File: config.mk
export PLATFORM = sky130hd
export DESIGN_NAME = l2p_hdr_walker
export DESIGN_NICKNAME = d
export VERILOG_FILES = /design/src/rtl/l2p_pkg.sv /design/src/rtl/l2p_byte_window.sv /design/src/rtl/l2p_type_judge.sv /design/src/rtl/l2p_hdr_walker.sv
export SDC_FILE = /design/constraint.sdc
export NUM_CORES = 1
export LEC_CHECK = 0
export ABC_AREA = 1
export ABC_CLOCK_PERIOD_IN_PS = 4000
export BUFFER_PORTS_ARGS = -buffer_cell sky130_fd_sc_hd__buf_2
export CORE_MARGIN = 8
export CORE_UTILIZATION = 25
export CTS_CLUSTER_SIZE = 30
export DETAILED_ROUTE_END_ITERATION = 12
export PLACE_DENSITY = 0.42
export SLEW_MARGIN = 30
export SYNTH_ARGS = -nofsm -noshare
export SYNTH_HDL_FRONTEND = slang
export SYNTH_SLANG_ARGS = --single-unit
File: constraint.sdc
create_clock -name clk -period 4 [get_ports clk]
set_input_delay 0.6 -clock clk [delete_from_list [all_inputs] [get_ports clk]]
set_output_delay 0.6 -clock clk [all_outputs]
set_load 0.03 [all_outputs]
File: src/rtl/l2p_pkg.sv
package l2p_pkg;
  typedef enum logic [2:0] {
    L3_NONE = 3'd0, L3_IPV4 = 3'd1, L3_IPV6 = 3'd2, L3_ARP = 3'd3, L3_UNKNOWN = 3'd4
  } l3_kind_e;

  typedef enum logic [1:0] {CTX_ETH, CTX_VLAN, CTX_SNAP} ctx_e;

  typedef enum logic [3:0] {
    ACT_STOP, ACT_IPV4, ACT_IPV6, ACT_ARP, ACT_VLAN, ACT_LLC, ACT_JUMBO, ACT_MPLS, ACT_PPPOE
  } act_e;

  typedef enum logic [3:0] {
    M_IDLE, M_MAC, M_TYPE, M_TCI, M_LLC, M_OUI, M_MPLS, M_NIB, M_PPP, M_SKIP
  } mode_e;

  localparam logic [15:0] TY_IPV4  = 16'h0800;
  localparam logic [15:0] TY_IPV6  = 16'h86DD;
  localparam logic [15:0] TY_ARP   = 16'h0806;
  localparam logic [15:0] TY_VLAN  = 16'h8100;
  localparam logic [15:0] TY_MPLSU = 16'h8847;
  localparam logic [15:0] TY_MPLSM = 16'h8848;
  localparam logic [15:0] TY_PPPOE = 16'h8864;
  localparam logic [15:0] TY_JUMBO = 16'h8870;
endpackage

File: src/rtl/l2p_byte_window.sv
module l2p_byte_window #(
  parameter int BYTE_W = 8,
  parameter int SPAN   = 3
) (
  input  logic                     clk,
  input  logic                     rst,
  input  logic                     valid,
  input  logic [BYTE_W-1:0]        din,
  output logic [SPAN*BYTE_W-1:0]   win
);
  logic [BYTE_W-1:0] stage_q [SPAN-1];

  assign win[BYTE_W-1:0] = din;

  for (genvar g = 0; g < SPAN-1; g++) begin : g_stage
    always_ff @(posedge clk) begin
      if (rst)        stage_q[g] <= '0;
      else if (valid) stage_q[g] <= (g == 0) ? din : stage_q[(g == 0) ? 0 : g-1];
    end
    assign win[(g+1)*BYTE_W +: BYTE_W] = stage_q[g];
  end
endmodule

File: src/rtl/l2p_type_judge.sv
module l2p_type_judge import l2p_pkg::*; #(
  parameter int LLC_MAX = 1500
) (
  input  ctx_e        ctx,
  input  logic [15:0] ty,
  output act_e        act
);
  always_comb begin
    act = ACT_STOP;
    if (ty == TY_IPV4)                             act = ACT_IPV4;
    else if (ty == TY_IPV6)                        act = ACT_IPV6;
    else if (ty == TY_ARP)                         act = ACT_ARP;
    else if (ty == TY_VLAN)                        act = ACT_VLAN;
    else if (ty == TY_MPLSU || ty == TY_MPLSM)     act = ACT_MPLS;
    else if (ty == TY_PPPOE)                       act = ACT_PPPOE;
    else if (ctx != CTX_SNAP) begin
      if (32'(ty) <= LLC_MAX)                      act = ACT_LLC;
      else if (ty == TY_JUMBO)                     act = ACT_JUMBO;
    end
  end
endmodule

File: src/rtl/l2p_hdr_walker.sv
module l2p_hdr_walker import l2p_pkg::*; #(
  parameter int DEPTH_W = 4,
  parameter int OFF_W   = 8,
  parameter int LLC_MAX = 1500
) (
  input  logic               clk,
  input  logic               rst,
  input  logic [DEPTH_W-1:0] cfg_depth,
  input  logic               in_valid,
  input  logic               in_sof,
  input  logic               in_eof,
  input  logic [7:0]         in_data,
  output logic [47:0]        dst_mac,
  output logic [47:0]        src_mac,
  output logic [15:0]        first_type,
  output logic [15:0]        last_type,
  output logic [15:0]        vlan_tci,
  output logic               vlan_hit,
  output logic [2:0]         l3_kind,
  output logic [OFF_W-1:0]   l3_off,
  output logic               trunc,
  output logic               done
);
  localparam int BYTE_W    = 8;
  localparam int SPAN      = 3;
  localparam int MAC_BYTES = 12;
  localparam int CNT_W     = $clog2(MAC_BYTES);

  mode_e              mode_q, cur_mode, nx_mode;
  ctx_e               ctx_q, nx_ctx;
  logic [CNT_W-1:0]   cnt_q, cur_cnt, nx_cnt;
  logic [OFF_W-1:0]   pos_q, cur_pos, fin_off;
  logic [95:0]        mac_q;
  logic [15:0]        first_q, last_q, tci_q;
  logic               vhit_q, done_q, trunc_q;
  l3_kind_e           kind_q, fin_kind;
  logic [OFF_W-1:0]   off_q;
  logic [SPAN*BYTE_W-1:0] win;
  act_e               act;
  logic start, active, last_b, fin, trunc_now, take_type, take_first, take_tci;

  l2p_byte_window #(.BYTE_W(BYTE_W), .SPAN(SPAN)) u_win (
    .clk(clk), .rst(rst), .valid(in_valid), .din(in_data), .win(win)
  );

  l2p_type_judge #(.LLC_MAX(LLC_MAX)) u_judge (
    .ctx(ctx_q), .ty(win[15:0]), .act(act)
  );

  always_comb begin
    start    = in_valid && in_sof;
    cur_mode = start ? ((cfg_depth != '0) ? M_MAC : M_IDLE) : mode_q;
    cur_cnt  = start ? CNT_W'(MAC_BYTES-1) : cnt_q;
    cur_pos  = start ? '0 : pos_q;
    active   = in_valid && cur_mode != M_IDLE && cur_mode != M_SKIP;
    last_b   = (cur_cnt == '0);
    nx_mode  = cur_mode;
    nx_cnt   = CNT_W'(cur_cnt - 1'b1);
    nx_ctx   = ctx_q;
    fin = 1'b0; trunc_now = 1'b0; fin_kind = L3_NONE;
    fin_off = OFF_W'(cur_pos + 1'b1);
    take_type = 1'b0; take_first = 1'b0; take_tci = 1'b0;
    if (active && last_b) begin
      case (cur_mode)
        M_MAC: begin nx_mode = M_TYPE; nx_cnt = CNT_W'(1); nx_ctx = CTX_ETH; end
        M_TYPE: begin
          take_first = (ctx_q == CTX_ETH);
          take_type  = (act != ACT_STOP);
          case (act)
            ACT_IPV4:  begin fin = 1'b1; fin_kind = L3_IPV4; end
            ACT_IPV6:  begin fin = 1'b1; fin_kind = L3_IPV6; end
            ACT_ARP:   begin fin = 1'b1; fin_kind = L3_ARP; end
            ACT_VLAN:  begin nx_mode = M_TCI;  nx_cnt = CNT_W'(1); end
            ACT_LLC, ACT_JUMBO: begin nx_mode = M_LLC; nx_cnt = CNT_W'(2); end
            ACT_MPLS:  begin nx_mode = M_MPLS; nx_cnt = CNT_W'(3); end
            ACT_PPPOE: begin nx_mode = M_PPP;  nx_cnt = CNT_W'(7); end
            default: begin
              fin = 1'b1; fin_kind = L3_UNKNOWN; fin_off = OFF_W'(cur_pos - 1'b1);
            end
          endcase
        end
        M_TCI: begin
          take_tci = 1'b1; nx_mode = M_TYPE; nx_cnt = CNT_W'(1); nx_ctx = CTX_VLAN;
        end
        M_LLC: begin
          if (win[23:8] == 16'hAAAA) begin nx_mode = M_OUI; nx_cnt = CNT_W'(2); end
          else begin fin = 1'b1; fin_kind = L3_UNKNOWN; end
        end
        M_OUI: begin nx_mode = M_TYPE; nx_cnt = CNT_W'(1); nx_ctx = CTX_SNAP; end
        M_MPLS: begin
          if (win[8]) begin nx_mode = M_NIB; nx_cnt = '0; end
          else        nx_cnt = CNT_W'(3);
        end
        M_NIB: begin
          fin = 1'b1; fin_off = cur_pos;
          fin_kind = (win[7:4] == 4'h4) ? L3_IPV4 :
                     (win[7:4] == 4'h6) ? L3_IPV6 : L3_UNKNOWN;
        end
        M_PPP: begin
          case (win[15:0])
            16'h0021: begin fin = 1'b1; fin_kind = L3_IPV4; end
            16'h0057: begin fin = 1'b1; fin_kind = L3_IPV6; end
            16'h0281, 16'h0283: begin nx_mode = M_MPLS; nx_cnt = CNT_W'(3); end
            default:  begin fin = 1'b1; fin_kind = L3_UNKNOWN; end
          endcase
        end
        default: ;
      endcase
    end
    if (fin) nx_mode = M_SKIP;
    else if (active && in_eof) begin trunc_now = 1'b1; nx_mode = M_IDLE; end
  end

  always_ff @(posedge clk) begin
    if (rst) begin
      mode_q <= M_IDLE; ctx_q <= CTX_ETH; cnt_q <= '0; pos_q <= '0;
      mac_q <= '0; first_q <= '0; last_q <= '0; tci_q <= '0; vhit_q <= 1'b0;
      done_q <= 1'b0; trunc_q <= 1'b0; kind_q <= L3_NONE; off_q <= '0;
    end else begin
      done_q <= 1'b0;
      if (start || active) begin
        mode_q <= nx_mode; cnt_q <= nx_cnt; ctx_q <= nx_ctx;
      end
      if (active) pos_q <= OFF_W'(cur_pos + 1'b1);
      if (start && cfg_depth != '0) begin
        first_q <= '0; last_q <= '0; tci_q <= '0; vhit_q <= 1'b0;
      end
      if (active && cur_mode == M_MAC) mac_q <= {mac_q[87:0], in_data};
      if (take_first) first_q <= win[15:0];
      if (take_type)  last_q  <= win[15:0];
      if (take_tci && !vhit_q) begin tci_q <= win[15:0]; vhit_q <= 1'b1; end
      if (fin || trunc_now) begin
        done_q  <= 1'b1;
        kind_q  <= fin ? fin_kind : L3_NONE;
        off_q   <= fin ? fin_off : OFF_W'(cur_pos + 1'b1);
        trunc_q <= trunc_now;
      end
    end
  end

  assign dst_mac    = mac_q[95:48];
  assign src_mac    = mac_q[47:0];
  assign first_type = first_q;
  assign last_type  = last_q;
  assign vlan_tci   = tci_q;
  assign vlan_hit   = vhit_q;
  assign l3_kind    = kind_q;
  assign l3_off     = off_q;
  assign trunc      = trunc_q;
  assign done       = done_q;
endmodule

==> metrics.cfg <==
[finish]
drive_above_1_share_pct=18.8
area_delta_synth_final_pct=23.0
final_nets=1352
utilization_pct=31.2
fin_area_um2=10400
fillers=3666
diodes=0

[worst_setup_path]
path_class=in2reg
worstPathRequired_ns=4.36
critPathLaunchType=input port
end_kind=flip-flop
crit_arrival_ns=3.35
path_max_fanout=18

[clocking]
clk_path_buf_depth=2
hold_buffers=0
cts_max_level=4
worstSkewPairLatency_ns=0.44
cts_setup_buffers=0
clkSlewWorstSetupHoldPaths_ns=0.07
clock_sink_count=192
cts-root-buf=clkbuf_16
cts_tree=built
cts_buffers=17
cts_resized=0

[die]
die-width_um=200
die_area_um2=40100
core-area_um2=33500
ios=175
num_rows=67
die_height_um=200
initial_core_util_pct=25.3

[logic_synthesis]
synth_top_cell_area_share_pct=41.5
async_reset_ff_share_pct=0
synth_flop_cell=dfxtp_1
synth_edf_count=16
synth.most_common_cell=nand2_1
synth_commonest_cells=204 x nand2_1, 177 x inv_1, 176 x dfxtp_1
syn_nets=1198
syn_area_um2=8490
ys_ff_latch=192
syn_avg_cell_area_um2=7.22
synth_area_leader_cell=dfxtp_1
synth_cell_types=39
netlist_instances=1177
yosys_warnings=0
ys_seq_area_share_pct=47.1
synth_area_leaders=dfxtp_1 41%, a21oi_1 10%, nand2_1 9.0%

[global_routing]
grt_overflow_total=0
grt_pass1_vias=7735
grt_pass1_wl_um=44400
gr-usage-all-layers_pct=13.6
antenna_found_initial=0
grt_max_degree=60

[timing]
tightest_slew_ns=0.880
drv_slew=0
fin_crit_sh_pct=74.8
max_clock_freq_mhz=334
setup_tns_ns=0
layout_min_cycle_time_ns=2.99
relSlewSlack_pct=41.2
final-setup-viol-count=0
fin_skew_ns=0.00952
hold_violations=0
rsz0062_at_grt=false

[drt]
vias=7909
via_per_inst=4.41
routedWlPerCell_um=15.6
route.detailed.drc=0
drt_iter0_markers=438
route.met2.wl_um=12300
finalWirelength_um=27900
postRouteAntennaNets=0
drt_first_pass_iters=5
routed.top_layer=met4
wl_met1_um=14100
route.met3.wl_um=1220

[placement]
dp_hpwl_um=20300
port_buffers=174
dpl-instance-area_um2=9870
gp_congestion=0.850

[flow_run]
cap_violations=0

[power]
p_leak_nw=4.56
powerDensity_nw_per_um2=418
vdd_drop_max_mv=0.290

[run_status]
status=completed

[min_path]
worstHoldPathType=reg2reg

-- cell families after synthesis --
kind of cell / share of synthesized area, %
XOR/XNOR: 1.13
adder cells (fa/ha/maj): 0.589
flip-flops: 47.1
AO/OA/AOI/OAI: 18.2
AND/OR/NAND/NOR: 21.7
buffers and inverters: 11.2
-- area by class of cell --
type	count	area, um^2	area share (%)
clock buffer	21	470	4.50
clock inverter	11	108	1.03
inverter	184	693	6.63
multi-input combinational	743	3540	33.8
sequential	192	4000	38.3
tap	448	561	5.37
timing repair buffer	193	1080	10.3
-- worst max-delay path, stage by stage --
cell     delay (ns)
buf_2          0.16
nand2_2        0.15
inv_2          0.21
nand2_2        0.15
nand2_2        0.13
nand3_2        0.07
nand3_2        0.16
inv_2          0.13
nand2_4        0.14
inv_4          0.09
nand2_1        0.10
or2_1          0.44
nand2_1        0.10
inv_1          0.45
nand2_1        0.11
a21oi_1        0.14
-- registers in the layout (all words and copies together) (netlist names), 2 cells and up --
signal,cells
last_type,16
l3_kind,3
cnt_q,4
pos_q,8
vlan_tci,16
ctx_q,2
l3_off,8
u_win.stage_q,16
first_type,16
mac_q,96
mode_q,4
-- path summary, 6_finish.rpt --
check / from / end / slack, ns / cells past startpoint
worst min-delay path: last_type[13]$_SDFFE_PP0P_ / last_type[13]$_SDFFE_PP0P_ / 0.44 / 2
worst max register to register: u_win.stage_q[0][0]$_SDFFCE_PN0P_ / l3_off[2]$_SDFFE_PP0P_ / 1.01 / 15
worst max-delay path: in_valid / vlan_tci[9]$_SDFFE_PP0P_ / 1.01 / 16
worst min register to register: last_type[13]$_SDFFE_PP0P_ / last_type[13]$_SDFFE_PP0P_ / 0.44 / 2
-- power breakdown --
| part | leakage (nW) | total, mW | internal [mW] | switching [mW] |
|---|---|---|---|---|
| sequential | 1.60 | 2.08 | 2.02 | 0.0634 |
| combinational | 2.68 | 0.572 | 0.162 | 0.410 |
| clock | 0.274 | 1.71 | 0.915 | 0.798 |
| total | 4.56 | 4.37 | 3.09 | 1.27 |
-- cells in the final DEF, fill, tap and decap left out, types with 10 or more instances in the layout --
master       n
nand3_1     59
nand2_1    204
buf_4       14
nor2_1      96
inv_1      177
or2_2       10
clkbuf_16   17
a21oi_1    169
edfxtp_1    16
buf_2      174
o21ai_0    125
nand4_1     16
nor3_1      12
dfxtp_1    176
-- stage by stage --
step	power (mW)	worst slack [ns]	instances	hold WS (ns)
2_1_floorplan	2.51	1.38	1177	0.430
3_3_place_gp	2.70	0.592	1760	0.425
3_5_place_dp	2.70	0.512	1760	0.430
4_1_cts	4.45	0.962	1792	0.442
5_1_grt	4.58	0.660	1792	0.460
6_report	4.37	1.01	1792	0.439
-- layer usage --
layer	vias up	GRT usage (%)
met4	0	2.94
met2	172	21.3
met5	-	0
li1	4079	-
met1	3644	18.7
met3	14	3.50
No activity file was read; power rests on OpenSTA's default activity.
